File: src/rtl/apbtri_pkg.sv
`timescale 1ns/1ps
package apbtri_pkg;
   typedef enum logic [1:0] {
      CLS_NONE = 2'b00,
      CLS_HANG = 2'b01,
      CLS_GARB = 2'b10,
      CLS_ERR  = 2'b11
   } tri_class_e;
endpackage

File: src/rtl/apbtri_phase.sv
`timescale 1ns/1ps
// Tracks setup/access phases of the shared bus and flags malformed shapes.
module apbtri_phase #(
   parameter int NSLV = 4
) (
   input  logic            clk,
   input  logic            rst_n,
   input  logic [NSLV-1:0] sel,
   input  logic            enable,
   input  logic            ready,
   output logic            acc_now,
   output logic            acc_first,
   output logic            shape_viol
);
   logic            acc_cont_q;
   logic            setup_q;
   logic [NSLV-1:0] sel_q;
   logic            sel_any;
   logic            multi;
   logic            bad;

   assign sel_any   = |sel;
   assign multi     = |(sel & (sel - 1'b1));
   assign acc_now   = sel_any && enable;
   assign acc_first = acc_now && !acc_cont_q;

   always_comb begin
      bad = 1'b0;
      if (enable && !sel_any)                          bad = 1'b1;
      if (multi)                                       bad = 1'b1;
      if (acc_first && !setup_q)                       bad = 1'b1;
      if (setup_q && !(acc_now && sel == sel_q))       bad = 1'b1;
      if (acc_cont_q && !(acc_now && sel == sel_q))    bad = 1'b1;
   end

   always_ff @(posedge clk) begin
      if (!rst_n) begin
         acc_cont_q <= 1'b0;
         setup_q    <= 1'b0;
         sel_q      <= '0;
         shape_viol <= 1'b0;
      end else begin
         acc_cont_q <= acc_now && !ready;
         setup_q    <= sel_any && !enable;
         sel_q      <= sel;
         shape_viol <= shape_viol | bad;
      end
   end

   assert_enable_needs_select_R6: assert property (@(posedge clk) disable iff (!rst_n)
      (enable && !(|sel)) |=> shape_viol);
   assert_shape_sticky_R6: assert property (@(posedge clk) disable iff (!rst_n)
      shape_viol |=> shape_viol);
endmodule

File: src/rtl/apbtri_watch.sv
`timescale 1ns/1ps
// Bounded-wait watchdog and completion classifier.
module apbtri_watch
   import apbtri_pkg::*;
#(
   parameter int MAX_WAIT = 6
) (
   input  logic       clk,
   input  logic       rst_n,
   input  logic       acc_now,
   input  logic       acc_first,
   input  logic       ready,
   input  logic       err,
   input  logic       write,
   input  logic       valid_sel,
   output logic       evt_pulse,
   output tri_class_e evt_class
);
   localparam int WW = $clog2(MAX_WAIT + 1);
   localparam logic [WW-1:0] WMAX = WW'(MAX_WAIT);

   generate
      if (MAX_WAIT < 1) begin : g_bad_wait
         $error("MAX_WAIT must be at least 1");
      end
   endgenerate

   logic [WW-1:0] cnt_q;
   logic [WW-1:0] cur_cnt;
   logic          hung_q;
   logic          cur_hung;
   logic          hang_hit;
   logic          done;
   tri_class_e    cls_next;

   assign cur_cnt  = acc_first ? '0 : cnt_q;
   assign cur_hung = acc_first ? 1'b0 : hung_q;
   assign hang_hit = acc_now && !ready && !cur_hung && (cur_cnt == WMAX);
   assign done     = acc_now && ready && !cur_hung;

   always_comb begin
      cls_next = CLS_NONE;
      if (hang_hit)                         cls_next = CLS_HANG;
      else if (done && err)                 cls_next = CLS_ERR;
      else if (done && !write && !valid_sel) cls_next = CLS_GARB;
   end

   always_ff @(posedge clk) begin
      if (!rst_n) begin
         cnt_q     <= '0;
         hung_q    <= 1'b0;
         evt_pulse <= 1'b0;
         evt_class <= CLS_NONE;
      end else begin
         if (!acc_now) begin
            cnt_q  <= '0;
            hung_q <= 1'b0;
         end else begin
            cnt_q  <= (!ready && cur_cnt != WMAX) ? cur_cnt + 1'b1 : cur_cnt;
            hung_q <= cur_hung | hang_hit;
         end
         evt_pulse <= (cls_next != CLS_NONE);
         evt_class <= cls_next;
      end
   end

   assert_quiet_after_hang_R2: assert property (@(posedge clk) disable iff (!rst_n)
      (acc_now && !acc_first && hung_q) |=> !evt_pulse);
   assert_counter_bound_R2: assert property (@(posedge clk) disable iff (!rst_n)
      (acc_now && !ready && !acc_first && !hung_q && cnt_q == WMAX) |=> (evt_pulse && evt_class == CLS_HANG));
endmodule

File: src/rtl/apbtri_slvchk.sv
`timescale 1ns/1ps
// Per-subordinate default-ready watch and neighbour-stall detection.
module apbtri_slvchk #(
   parameter int NSLV = 4
) (
   input  logic            clk,
   input  logic            rst_n,
   input  logic [NSLV-1:0] sel,
   input  logic [NSLV-1:0] slv_ready,
   input  logic            bus_ready,
   input  logic            acc_now,
   output logic            nbr_fault,
   output logic [NSLV-1:0] dflt_viol
);
   genvar gi;
   generate
      for (gi = 0; gi < NSLV; gi++) begin : g_slv
         always_ff @(posedge clk) begin
            if (!rst_n) dflt_viol[gi] <= 1'b0;
            else        dflt_viol[gi] <= dflt_viol[gi] | (!sel[gi] && !slv_ready[gi]);
         end

         assert_idle_low_sets_R8: assert property (@(posedge clk) disable iff (!rst_n)
            (!sel[gi] && !slv_ready[gi]) |=> dflt_viol[gi]);
         assert_dflt_sticky_R8: assert property (@(posedge clk) disable iff (!rst_n)
            dflt_viol[gi] |=> dflt_viol[gi]);
      end
   endgenerate

   always_ff @(posedge clk) begin
      if (!rst_n) nbr_fault <= 1'b0;
      else        nbr_fault <= nbr_fault | (acc_now && !bus_ready && |(sel & slv_ready));
   end

   assert_nbr_flag_R7: assert property (@(posedge clk) disable iff (!rst_n)
      (acc_now && !bus_ready && |(sel & slv_ready)) |=> nbr_fault);
endmodule

File: src/rtl/apbtri_monitor.sv
`timescale 1ns/1ps
// Top: APB transfer failure triage monitor.
module apbtri_monitor
   import apbtri_pkg::*;
#(
   parameter int NSLV     = 4,
   parameter int AW       = 12,
   parameter int SW       = 4,
   parameter int MAX_WAIT = 6
) (
   input  logic            clk,
   input  logic            rst_n,
   input  logic [NSLV-1:0] bus_sel,
   input  logic            bus_enable,
   input  logic            bus_write,
   input  logic [AW-1:0]   bus_addr,
   input  logic [SW-1:0]   bus_strb,
   input  logic            bus_ready,
   input  logic            bus_err,
   input  logic [NSLV-1:0] slv_ready,
   input  logic [NSLV-1:0] slv_valid,
   output logic            evt_pulse,
   output logic [1:0]      evt_class,
   output logic [AW-1:0]   ctx_addr,
   output logic            ctx_write,
   output logic [SW-1:0]   ctx_strb,
   output logic [NSLV-1:0] ctx_sel,
   output logic            shape_viol,
   output logic            nbr_fault,
   output logic [NSLV-1:0] dflt_viol
);
   generate
      if (NSLV < 1 || AW < 1 || SW < 1) begin : g_bad_dims
         $error("NSLV, AW and SW must be positive");
      end
   endgenerate

   logic       acc_now;
   logic       acc_first;
   logic       valid_sel;
   tri_class_e cls;

   assign valid_sel = |(bus_sel & slv_valid);
   assign evt_class = cls;

   apbtri_phase #(.NSLV(NSLV)) u_phase (
      .clk       (clk),
      .rst_n     (rst_n),
      .sel       (bus_sel),
      .enable    (bus_enable),
      .ready     (bus_ready),
      .acc_now   (acc_now),
      .acc_first (acc_first),
      .shape_viol(shape_viol)
   );

   apbtri_watch #(.MAX_WAIT(MAX_WAIT)) u_watch (
      .clk      (clk),
      .rst_n    (rst_n),
      .acc_now  (acc_now),
      .acc_first(acc_first),
      .ready    (bus_ready),
      .err      (bus_err),
      .write    (bus_write),
      .valid_sel(valid_sel),
      .evt_pulse(evt_pulse),
      .evt_class(cls)
   );

   apbtri_slvchk #(.NSLV(NSLV)) u_slvchk (
      .clk      (clk),
      .rst_n    (rst_n),
      .sel      (bus_sel),
      .slv_ready(slv_ready),
      .bus_ready(bus_ready),
      .acc_now  (acc_now),
      .nbr_fault(nbr_fault),
      .dflt_viol(dflt_viol)
   );

   always_ff @(posedge clk) begin
      if (!rst_n) begin
         ctx_addr  <= '0;
         ctx_write <= 1'b0;
         ctx_strb  <= '0;
         ctx_sel   <= '0;
      end else if (acc_first) begin
         ctx_addr  <= bus_addr;
         ctx_write <= bus_write;
         ctx_strb  <= bus_strb;
         ctx_sel   <= bus_sel;
      end
   end

   assert_err_source_R3: assert property (@(posedge clk) disable iff (!rst_n)
      (evt_pulse && evt_class == CLS_ERR) |-> $past(bus_err && bus_ready && bus_enable && |bus_sel));
   assert_garb_is_read_R4: assert property (@(posedge clk) disable iff (!rst_n)
      (evt_pulse && evt_class == CLS_GARB) |-> $past(!bus_write && !bus_err && bus_ready));
   assert_ctx_hold_R5: assert property (@(posedge clk) disable iff (!rst_n)
      (acc_now && !bus_ready && !acc_first) |=> (!acc_now || $stable(ctx_addr)));
   assert_class_qualified_R1: assert property (@(posedge clk) disable iff (!rst_n)
      !evt_pulse |-> (evt_class == CLS_NONE));
endmodule

File: config.mk
export PLATFORM = sky130hd
export DESIGN_NAME = apbtri_monitor
export DESIGN_NICKNAME = d
export VERILOG_FILES = /design/src/rtl/apbtri_pkg.sv /design/src/rtl/apbtri_phase.sv /design/src/rtl/apbtri_watch.sv /design/src/rtl/apbtri_slvchk.sv /design/src/rtl/apbtri_monitor.sv
export SDC_FILE = /design/constraint.sdc
export NUM_CORES = 1
export LEC_CHECK = 0
export BUFFER_PORTS_ARGS = -buffer_cell sky130_fd_sc_hd__buf_2
export CELL_PAD_IN_SITES_DETAIL_PLACEMENT = 1
export CELL_PAD_IN_SITES_GLOBAL_PLACEMENT = 1
export CORE_MARGIN = 2
export CORE_UTILIZATION = 36
export DETAILED_ROUTE_END_ITERATION = 10
export HOLD_SLACK_MARGIN = 0.02
export PLACE_DENSITY_LB_ADDON = 0.1
export SLEW_MARGIN = 20
export SYNTH_ARGS = -nofsm -noshare
export SYNTH_HDL_FRONTEND = slang
export SYNTH_HIERARCHICAL = 1
export SYNTH_SLANG_ARGS = --single-unit
File: constraint.sdc
create_clock -name clk -period 3.2 [get_ports clk]
set_input_delay 0.64 -clock clk [delete_from_list [all_inputs] [get_ports clk]]
set_output_delay 0.64 -clock clk [all_outputs]
set_load 0.1 [all_outputs]
==> results.md, run 1 <==
* Simple-Gate Fraction of Synth Area at between 10% and 20%
* Number of CTS-inserted buffers at 5
* Status: finished clean
* First-pass iteration count of the detailed router at 3
* Crit path arrival time at 2.71 ns
* Resize count post-CTS at 0
* Worst stage delay on the critical path at 0.38 ns
* HPWL after DPL at ~2900 um
* Utilization after layout at a little under half
* Synthesized area per cell at 10.7 sq um
* CP max FO at 24
* Most frequent cells in the layout: 63 x buf_2, 40 x dfxtp_1, 22 x nor2b_1, 21 x mux2i_1, 8 x nor2_1
* Compound-Gate Fraction of Synth Area at between 10% and 20%
* Worst Tran Pin Value at 0.506 ns
* Post-synthesis adder-cell area fraction at approximately 2.1%
* Row count at 24
* Mapped cell area at 1650 sq um
* Nets at 256
* Critical-path cell list: buf_2 -> or3_4 -> o21ai_4 -> nor2_2 -> buf_4 -> nand2b_1 -> inv_1 -> ha_1 -> and3b_1 -> or3_1 -> a21oi_1
* Register area share after synthesis at 48.7%
* Worst-skew pair later-pin latency at 0.29 ns
* Max Cap Violations at 0
* Unrepaired setup endpoints after global routing: false
* Fill cell count at 540
* Share of post-route cells with drive strength above 1 at 35.3%
* DRC Markers at 0
* Crit end category: register
* Commonest non-fill, non-tap cell in the layout: buf_2
* Die Y-Extent at 71.6 um
* Post-placement cell count at between 200 and 300
* Yosys cell types at 35
* P&R area growth vs syn at 25.8%
* CP Data Required Time at roughly 3.4 ns
* Setup violators final at 0
* Routed length per instance at 14.3 um
* Initial antenna violation count at 0
* Syn nets at 190
* DRT Wirelength at 3900 um
* Seq cells post-synth at 40
* Antenna cells at 0
* Hold buffers post-CTS at 0
* Min cycle time layout at 2.49 ns
* Mux cell area share after synthesis at 12.8%
* CTS tree: built
* Setup Skew at between 0.005 and 0.006 ns
* Num Clock Sinks at 40
* Starting Density at 37.5%
* Total grt overflow at 0
* Slew headroom at 66.2%
* PD cells at 578 nW/um^2
* HP Class: reg -> reg
* Worst Path Class, Setup: in -> reg
* Post-Synth XOR/XNOR Area at 2.13%
* H-tree depth at 2
* Worst VDD drop at 0.262 mV
* Main combinational cell family by area after synthesis: simple AND/OR/NAND/NOR gates
* All-Layer GR Usage at between 15 and 20%
* Final Non-Filler Cells at 273
* Post-Route Setup TNS at 0 ns
* Port buffer count at 63
* Lkg Pwr at 0.973 nW
* Share of the clock period used by the worst path at 77.9%
* Worst-path clk slew at 0.08 ns
* Largest net degree at the start of global routing at 37
* Die X at 71.6 um
* Gp weighted congestion at 0.735
* Synth Warn # at 6
* CP max-delay cell: buf_4
* Postcts setup bufs at 0
* Antenna viol nets, final at 0
* Vias per inst at 4.83
* Core Region at 4380 sq um
* IO Pins at 64
* Slew Viols, Final at 0
* Die Area at 5130 sq um
* Vias at 1319
* Startpoint Class: primary input
* Iteration-0 DRC Markers at 46
* First-pass GRT wire length at approximately 6400 um
* Root Buffer: clkbuf_8
* Mapped Cells at approximately 150
* Hold Violations, Final at 0
* Clock tree buffer depth at 2
* Peak Freq at ~0.4 GHz
* Number of global-route vias before repair at roughly 1400
## cells in the mapped netlist (all sizes together)
cell	instances	area share, %
dfxtp	40	49
nor2b	22	8.4
mux2i	21	13
nor2	9	2.1
a21oi	6	1.8
o21ai	6	2.5
o21a	5	2.3
and2	4	1.6
inv	4	0.91
nand2	4	0.91
nand2b	4	1.5
xnor2	4	2.1
buf	3	3.1
a22oi	2	0.91
clkbuf	2	0.46
ha	2	1.5
nand3	2	0.61
or3	2	1.1
a221oi	1	0.91
a22o	1	0.53
and3b	1	0.53
maj3	1	0.61
nand3b	1	0.46
nor3	1	0.61
nor3b	1	0.46
o211a	1	0.61
o211ai	1	0.46
o31a	1	0.53
o31ai	1	0.46
o32a	1	0.61
## layout make-up
cell class	count	area (sq um)	area share, %
Clock buffer	6	82.6	3.99
Multi-Input combinational cell	105	773	37.4
Clock inverter	2	10.0	0.484
Inverter	4	15.0	0.726
Timing Repair Buffer	64	323	15.6
Tap cell	52	65.1	3.14
Sequential cell	40	801	38.7
## kinds of logic after synthesis
group / after synthesis
simple gates: 51
flops: 40
compound gates: 26
mux: 21
buf+inv: 9
xor+xnor: 4
fa+ha+maj: 3
## report_power, final
part / leakage, nW / internal [mW] / switching (mW)
Sequential: 0.329 / 0.526 / 0.0135
Combinational: 0.593 / 0.0734 / 0.237
Clock: 0.0510 / 0.172 / 0.175
## per-stage QoR
stage | power, mW | hold WS (ns) | setup WS (ns) | area (sq um)
3_3_place_gp | 0.858 | 0.446 | 0.520 | 1980
2_1_floorplan | 0.800 | 0.484 | 0.771 | 1650
6_report | 1.20 | 0.470 | 0.707 | 2070
3_5_place_dp | 0.864 | 0.454 | 0.377 | 1980
4_1_cts | 1.22 | 0.472 | 0.690 | 2070
5_1_grt | 1.25 | 0.499 | 0.520 | 2070
## worst max-delay path, delay by kind of cell
kind,cells,cell delay [ns]
AOI/OAI and AO/OA,2,0.21
buffers and inverters,3,0.63
and+or+nand+nor,5,1.03
adders and majority gates,1,0.21
## routing by layer
layer | routed length (um) | share of wire [%] | global-route usage, %
met1 | 1660 | 43 | 18.8
met2 | 1900 | 49 | 28.3
met3 | 272 | 7.0 | 5.20
met4 | 67 | 1.7 | 6.29
met5 | 0 | 0 | 0
## sequential cells by signal (all words and copies together), names as in the netlist
register / cells
ctx_addr: 12
ctx_sel: 4
ctx_strb: 4
u_phase/sel_q: 4
u_slvchk/dflt_viol: 4
u_watch/cnt_q: 3
u_watch/evt_class: 2
ctx_write: 1
u_phase/acc_cont_q: 1
u_phase/setup_q: 1
u_phase/shape_viol: 1
u_slvchk/nbr_fault: 1
u_watch/evt_pulse: 1
u_watch/hung_q: 1
## final timing paths
kind / startpoint / to / slack [ns] / cells past startpoint
max: bus_sel[0] / u_watch/cnt_q[0] / 0.71 / 11
min: u_slvchk/nbr_fault / u_slvchk/nbr_fault / 0.47 / 2
max reg2reg: u_phase/acc_cont_q / u_watch/cnt_q[0] / 1.13 / 8
min reg2reg: u_slvchk/nbr_fault / u_slvchk/nbr_fault / 0.47 / 2
(Power assumes the default switching activity.)
==> run 2: changes to the inputs <==
- clock period: 3.2 -> 2.6 ns (I/O delays scaled with it)
==> results.md, run 2 (synthesized netlist as in run 1, its figures left out) <==
* Share of the clock period used by the worst path at approximately 83%
* CP max-delay cell: or3_4
* Vias at 1357
* Lkg Pwr at 0.993 nW
* Worst stage delay on the critical path at 0.41 ns
* Post-placement cell count at 270
* Routed length per instance at 14.4 um
* Number of global-route vias before repair at 1442
* CP delay by family, top: simple AND/OR/NAND/NOR gates
* Core Region at 4380 sq um
* Starting Density at roughly 38%
* Crit end category: register
* Worst Path Class, Setup: in -> reg
* P&R area growth vs syn at 27.9%
* Hold depth at 1
* Reg with most FFs: ctx_addr
* Path depth of the worst reg2reg path at 5
* Critical-path cell list: buf_2 -> or3_4 -> o21ai_4 -> nor2_2 -> nor2b_1 -> inv_1 -> ha_1 -> and3b_1 -> or3_1 -> a21oi_1
* Port buffer count at 63
* Share of post-route cells with drive strength above 1 at 35.8%
* Total grt overflow at 0
* Vias per inst at 4.88
* DRT Wirelength at 4000 um
* Largest net degree at the start of global routing at 25
* Worst Tran Pin Value at between 0.4 and 0.5 ns
* Crit path from: bus_sel[0]
* PD cells at 703 nW/um^2
* Crit path arrival time at 2.40 ns
* All-Layer GR Usage at 16.9%
* CP Depth at 10
* Hold_sp: u_slvchk/dflt_viol[1]
* Power, Total at 1.48 mW
* Final Cell Area at between 2000 and 2500 sq um
* Root Buffer: clkbuf_8
* First-pass iteration count of the detailed router at 4
* Cell area after placement at 2010 sq um
* Postcts setup bufs at 0
* Slew Viols, Final at 0
* Antenna viol nets, final at 0
* Commonest non-fill, non-tap cell in the layout: buf_2
* Antenna cells at 0
* Die X at ~72 um
* Worst-path clk slew at 0.08 ns
* Resize count post-CTS at 0
* Die Y-Extent at 71.6 um
* Worst-skew pair later-pin latency at 0.29 ns
* Hold Violations, Final at 0
* DRC Markers at 0
* HP Class: reg -> reg
* Clock tree buffer depth at 2
* Status: finished clean
* Row count at 24
* Iteration-0 DRC Markers at 34
* Number of flip-flops in the largest register at 12
* Worst slack, placed at ~0.12 ns
* Worst VDD drop at 0.298 mV
* Slew headroom at 67.3%
* Initial antenna violation count at 0
* Max Cap Violations at 0
* First-pass GRT wire length at 6780 um
* HPWL after DPL at 2990 um
* Num Clock Sinks at 40
* IO Pins at 64
* CP bufs+invs at 2
* CTS tree: built
* Setup violators final at 0
* Most frequent cells in the layout: 63 x buf_2, 40 x dfxtp_1, 22 x nor2b_1, 21 x mux2i_1, 8 x nor2_1
* Startpoint Class: primary input
* Unrepaired setup endpoints after global routing: false
* Gp weighted congestion at 0.738
* Hold buffers post-CTS at 0
* Post-Route Setup TNS at 0 ns
* Final Non-Filler Cells at 278
* Peak Freq at ~0.46 GHz
* CP max FO at 4
* Nets at 261
* Number of CTS-inserted buffers at 5
* CP Data Required Time at 2.83 ns
* Setup Skew at 0.00431 ns
* Worst reg2reg startpoint: u_phase/acc_cont_q
* Min setup slack post-route at about 0.43 ns
* Min cycle time layout at between 2 and 2.5 ns
* H-tree depth at 2
* Die Area at 5130 sq um
## run 2: layer usage
layer / track usage, % / vias to the layer above / wire length (um)
met1: 18.5 / 641 / 1650
met5: 0 / - / 0
met2: 31.4 / 45 / 2050
met4: 5.03 / 0 / 42
met3: 5.06 / 6 / 256
li1: - / 665 / -
## run 2: where the power goes
group / internal [mW] / switching [mW]
Combinational: 0.0949 / 0.293
Clock: 0.217 / 0.211
Sequential: 0.647 / 0.0165
Total: 0.959 / 0.520
## run 2: final cells by class
| class | count | area (sq um) |
|---|---|---|
| Clock buffer | 8 | 90.1 |
| Fill cell | 524 | 2280 |
| Inverter | 4 | 15.0 |
| Multi-Input combinational cell | 105 | 773 |
| Sequential cell | 40 | 801 |
| Tap cell | 52 | 65.1 |
| Timing Repair Buffer | 69 | 360 |
## run 2: final timing paths
check	end	slack [ns]
worst max register to register	u_watch/cnt_q[0]	0.94
worst max-delay path	u_watch/cnt_q[0]	0.43
worst min register to register	u_slvchk/dflt_viol[1]	0.47
worst min-delay path	u_slvchk/dflt_viol[1]	0.47
## run 2: worst register-to-register path, cell delays in order, from the launching register on
cell and delay, ns:
dfxtp_1 0.34, nor2_2 0.14, buf_4 0.38, and3b_1 0.27, or3_1 0.32, a21oi_1 0.15
## run 2: through the flow
stage	hold WS [ns]	util [%]
detailed placement	0.454	45.9
floorplan	0.484	-
global placement	0.444	45.9
finish	0.471	48.0
global route	0.490	48.0
CTS	0.474	48.0
